**src/rtl/masked_cam.sv**
```systemverilog
module masked_cam #(
  parameter int WORDS = 8,
  parameter int WIDTH = 16,
  localparam int IDXW = (WORDS > 1) ? $clog2(WORDS) : 1
) (
  input  logic             clk,
  input  logic             rst_n,
  input  logic             wr_en,
  input  logic [IDXW-1:0]  wr_idx,
  input  logic [WIDTH-1:0] wr_data,
  input  logic             arg_load,
  input  logic [WIDTH-1:0] arg_in,
  input  logic             key_load,
  input  logic [WIDTH-1:0] key_in,
  input  logic             search,
  input  logic             rd_next,
  output logic [WORDS-1:0] match_vec,
  output logic             rd_valid,
  output logic [IDXW-1:0]  rd_idx,
  output logic [WIDTH-1:0] rd_data,
  output logic             done
);

  logic [WIDTH-1:0] mem [WORDS];
  logic [WORDS-1:0] valid_q;
  logic [WIDTH-1:0] arg_q, key_q;
  logic [WORDS-1:0] match_q, pend_q, cmp;
  logic             searched_q;
  logic [WORDS-1:0] low_bit;

  always_comb begin
    for (int i = 0; i < WORDS; i++)
      cmp[i] = valid_q[i] && (((mem[i] ^ arg_q) & key_q) == '0);
  end

  always_comb begin
    rd_idx = '0;
    for (int i = WORDS - 1; i >= 0; i--)
      if (pend_q[i]) rd_idx = IDXW'(i);
  end

  assign low_bit   = pend_q & (~pend_q + 1'b1);
  assign rd_valid  = |pend_q;
  assign rd_data   = rd_valid ? mem[rd_idx] : '0;
  assign done      = searched_q & ~rd_valid;
  assign match_vec = match_q;

  always_ff @(posedge clk) begin
    if (!rst_n) begin
      valid_q    <= '0;
      arg_q      <= '0;
      key_q      <= '0;
      match_q    <= '0;
      pend_q     <= '0;
      searched_q <= 1'b0;
      for (int i = 0; i < WORDS; i++) mem[i] <= '0;
    end else begin
      if (search) begin
        match_q    <= cmp;
        pend_q     <= cmp;
        searched_q <= 1'b1;
      end else if (rd_next) begin
        pend_q <= pend_q & ~low_bit;
      end
      if (wr_en) begin
        mem[wr_idx]     <= wr_data;
        valid_q[wr_idx] <= 1'b1;
      end
      if (arg_load) arg_q <= arg_in;
      if (key_load) key_q <= key_in;
    end
  end

  assert_match_valid_R6: assert property (@(posedge clk) disable iff (!rst_n)
    (match_q & ~valid_q) == '0);

  assert_pend_subset_R7: assert property (@(posedge clk) disable iff (!rst_n)
    (pend_q & ~match_q) == '0);

  assert_advance_R7: assert property (@(posedge clk) disable iff (!rst_n)
    (rd_next && rd_valid && !search) |=> $countones(pend_q) == $countones($past(pend_q)) - 1);

  assert_idle_next_R9: assert property (@(posedge clk) disable iff (!rst_n)
    (!search && !rd_valid) |=> !rd_valid);

  assert_restart_R10: assert property (@(posedge clk) disable iff (!rst_n)
    search |=> (pend_q == match_q) && !$past(done) || (pend_q == match_q));

  assert_done_after_search_R8: assert property (@(posedge clk) disable iff (!rst_n)
    search |=> searched_q);

endmodule

```
**config.mk**
```make
export PLATFORM = sky130hd
export DESIGN_NAME = masked_cam
export DESIGN_NICKNAME = d
export VERILOG_FILES = /design/src/rtl/masked_cam.sv
export SDC_FILE = /design/constraint.sdc
export NUM_CORES = 1
export LEC_CHECK = 0
export ABC_AREA = 0
export CAP_MARGIN = 0
export CORE_MARGIN = 5
export CORE_UTILIZATION = 55
export CTS_CLUSTER_DIAMETER = 120
export DETAILED_ROUTE_END_ITERATION = 10
export PLACE_DENSITY = 0.76
export SYNTH_ARGS = -nofsm -noshare
export SYNTH_HDL_FRONTEND = slang
export SYNTH_SLANG_ARGS = --single-unit
```
**constraint.sdc**
```tcl
create_clock -name clk -period 9.09 [get_ports clk]
set_clock_uncertainty 0.15 [all_clocks]
set_input_delay 2.2725 -clock clk [delete_from_list [all_inputs] [get_ports clk]]
set_output_delay 2.2725 -clock clk [all_outputs]
set_load 0.005 [all_outputs]
```
==> impl_results.md <==
* Hold path endpoint: valid_q[0]
* Largest family of logic cells by synthesized area: simple AND/OR/NAND/NOR gates
* Cell row count at 49
* Syn_nets at 987
* Worst hold start: valid_q[0]
* Leakage at 4.591 nW
* CTS Sinks at 185
* Hold Crit Class: flop to flop
* Primary FF master, synth: edfxtp_1
* GR Overflow Total at 0
* Rel. slew slack at 23.30%
* Setup violators final at 0
* Yosys warns at 0
* CTS Hold Bufs at 0
* Crit path max fanout at 28
* Detail Placement HPWL at 21770 microns
* Antenna Cells at 0
* Via density at 6.301
* Die area at 0.02119 sq mm
* DRT antenna net count at 0
* Final GP Congestion at 1.004
* Compound-Gate Fraction of Synth Area at 15.62%
* Library cells used by synthesis at 46
* Initial Utilization at 56.09%
* Slack of the worst reg-to-reg path at 6.27 ns
* Fin nets at 1030
* Area grow syn2layout at 16.05%
* Achievable clock frequency at 154.6 MHz
* Largest cells by area after synthesis: edfxtp_1 38%, dfxtp_1 11%, xor2_1 11%
* Total wire length at 31010 microns
* Data required, critical path at 6.67 ns
* Crit path max-delay family: simple AND/OR/NAND/NOR gates
* Slowest CP cell: or4b_1
* Sequential share of the synthesized area at 49.31%
* Synth Area in Simple Gates at 15.93%
* Pwr dens at 170.1 mW/mm^2
* Unrepaired setup endpoints after global routing: false
* Setup tns final at 0 ns
* EDFF count, synth at 128
* Largest net degree at the start of global routing at 62
* Final Hold Viols at 0
* Synth Instances at 929
* VDD IR max at 0.1312 mV
* Ports at 87
* Xor and xnor area share after synthesis at 11.09%
* FF-to-FF End: pend_q[7]
* CTS tree: yes
* Count of unresolved DRC violations after routing at 0
* Critical path origin: pend_q[1]
* # resized after CTS at 0
* First-pass GRT wire length at 46550 microns
* Crit start category: flop
* Post-synth top area share at 38.02%
* Die Width at 145.6 microns
* Final min period at 6.470 ns
* DRT iter0 DRCs at 941
* WL/cell at 25.54 microns
* Total number of vias at 7650
* CTS Buf Count at 17
* Mapped Area at 0.01011 sq mm
* Reg clk slew, reported paths at 0.07 ns
* CTS Root Cell: clkbuf_16
* Largest area contributor in the netlist: edfxtp_1
* Initial antenna violation count at 1
* Critical Path AT at 4.05 ns
* Fillers at 1428
* Core area at 0.01802 sq mm
* Hold Slack at 0.3031 ns
* Slew Viols, Final at 0
* Chip height at 145.6 microns
* Final Cycle Share at 71.18%
* Synthesized flop and latch total at 185
* Crit Path Class: flop to output pin
* Number of global-route vias before repair at 7529
* CTS max path bufs at 2
* Post-CTS Repair Setup Buffers at 0
* Crit-path cells: or2_1, buf_4, nor4_4, or4b_1, a21o_1, o2111ai_1, clkdlybuf4s50_1
* Max-Cap Viols at 0
* Adder-Cell Fraction of Synth Area at 0%
* H-Tree Depth at 4
* PortBufs at 86
* R2r startpoint: arg_q[6]
* Multiplexer share of the synthesized area at 4.752%
* Critical Path End Type: output pin
* Worst Hold Depth at 1
* Layout cells sized above 1 at 7.411%
* Worst R2R Path Depth at 5
* Worst skew pair latency at 0.44 ns
* Pre-antenna DRT Iters at 7
* FFs w/ async S/R, synth at 0%
* CP peak stage delay at 0.88 ns
* Status: finished clean
* Syn_area_per_cell at 10.88 sq um
* Gr usage total at 29.09%
* Tightest Pin Transition at 1.121 ns
* Worst Path Buf+Inv at 2
==> kinds of logic (layout without fill, tap and decap cells) <==
family | Yosys count | after routing
and+or+nand+nor | 268 | 268
muxes | 48 | 48
xor gates and xnor gates | 128 | 128
buffers and inverters | 85 | 141
AOI/OAI and AO/OA | 215 | 215
DFF | 185 | 185
==> layout by cell type (no fill, tap or decap), types with 3 or more instances in the layout <==
master,instances
dfxtp_1,57
a22oi_1,36
a21oi_1,8
inv_1,3
xor2_1,128
mux2i_1,48
nand2b_1,8
buf_4,20
nand2_1,5
nor2_1,7
nand4_1,8
nand3_1,59
o2111ai_2,9
and4b_1,6
inv_6,4
a31o_2,3
a222oi_1,8
edfxtp_1,128
o21ai_1,6
and2_1,128
o21ai_0,49
o2111ai_1,7
clkdlybuf4s50_1,85
a22o_1,6
nor2b_1,33
a221oi_1,6
a21o_1,65
clkbuf_16,19
==> metrics by stage <==
step / cells / utilization [%] / area, sq um / worst slack, ns / total power [W]
floorplan: 929 / - / 10110 / 4.367 / 0.001136
global placement: 1182 / 61.73 / 11130 / 3.197 / 0.001242
detailed placement: 1182 / 61.73 / 11130 / 3.143 / 0.001247
CTS: 1214 / 65.09 / 11730 / 2.672 / 0.001997
global route: 1214 / 65.09 / 11730 / 2.487 / 0.002056
finish: 1214 / 65.09 / 11730 / 2.620 / 0.001996
==> Yosys cell counts (9+ instances only) <==
cell and count:
edfxtp_1 128, xor2_1 128, buf_1 9, clkbuf_1 68, o21ai_0 55, mux2i_1 48, and2_1 128, a22oi_1 36
nor2_1 9, nand3_1 59, o2111ai_2 9, a21o_1 65, nor2b_1 33, dfxtp_1 57
==> sequential cells by signal, summed over array words and instances, names as in the netlist <==
register	count
searched_q	1
mem	128
valid_q	8
pend_q	8
match_vec	8
arg_q	16
key_q	16
==> how the worst max path moves through the flow <==
stage                     depth (start not counted)     endpoint  slack, ns
after floorplan                                   3    mem[0][0]       4.37
after global placement                            7   rd_data[1]       3.20
after detailed placement                          7  rd_data[15]       3.14
after CTS                                         7  rd_data[15]       2.67
after global routing                              7  rd_data[15]       2.49
final                                             7  rd_data[15]       2.62
==> metal layers <==
metal	up-vias	global-route usage (%)	wire, microns
met5	-	0	26
met4	2	10.07	1002
met3	67	5.606	2722
met2	445	46.24	14450
met1	3699	40.13	12810
li1	3437	-	-
==> power breakdown <==
part / internal, W / switching (W) / leakage, nW
sequential: 0.000949 / 0.0000633 / 1.69
clock: 0.000429 / 0.000333 / 0.302
combinational: 0.000101 / 0.000121 / 2.60
total: 0.00148 / 0.000517 / 4.59
==> area by class of cell <==
| type | count | area [sq um] | area share [%] |
|---|---|---|---|
| timing repair buffer | 106 | 1006 | 8.574 |
| clock inverter | 10 | 98.84 | 0.8425 |
| multi-input combinational | 659 | 4838 | 41.24 |
| sequential | 185 | 4985 | 42.49 |
| inverter | 3 | 11.26 | 0.09598 |
| clock buffer | 22 | 506.7 | 4.319 |
| tap | 229 | 286.5 | 2.442 |
Note: power is estimated with default switching activity, not from simulation.
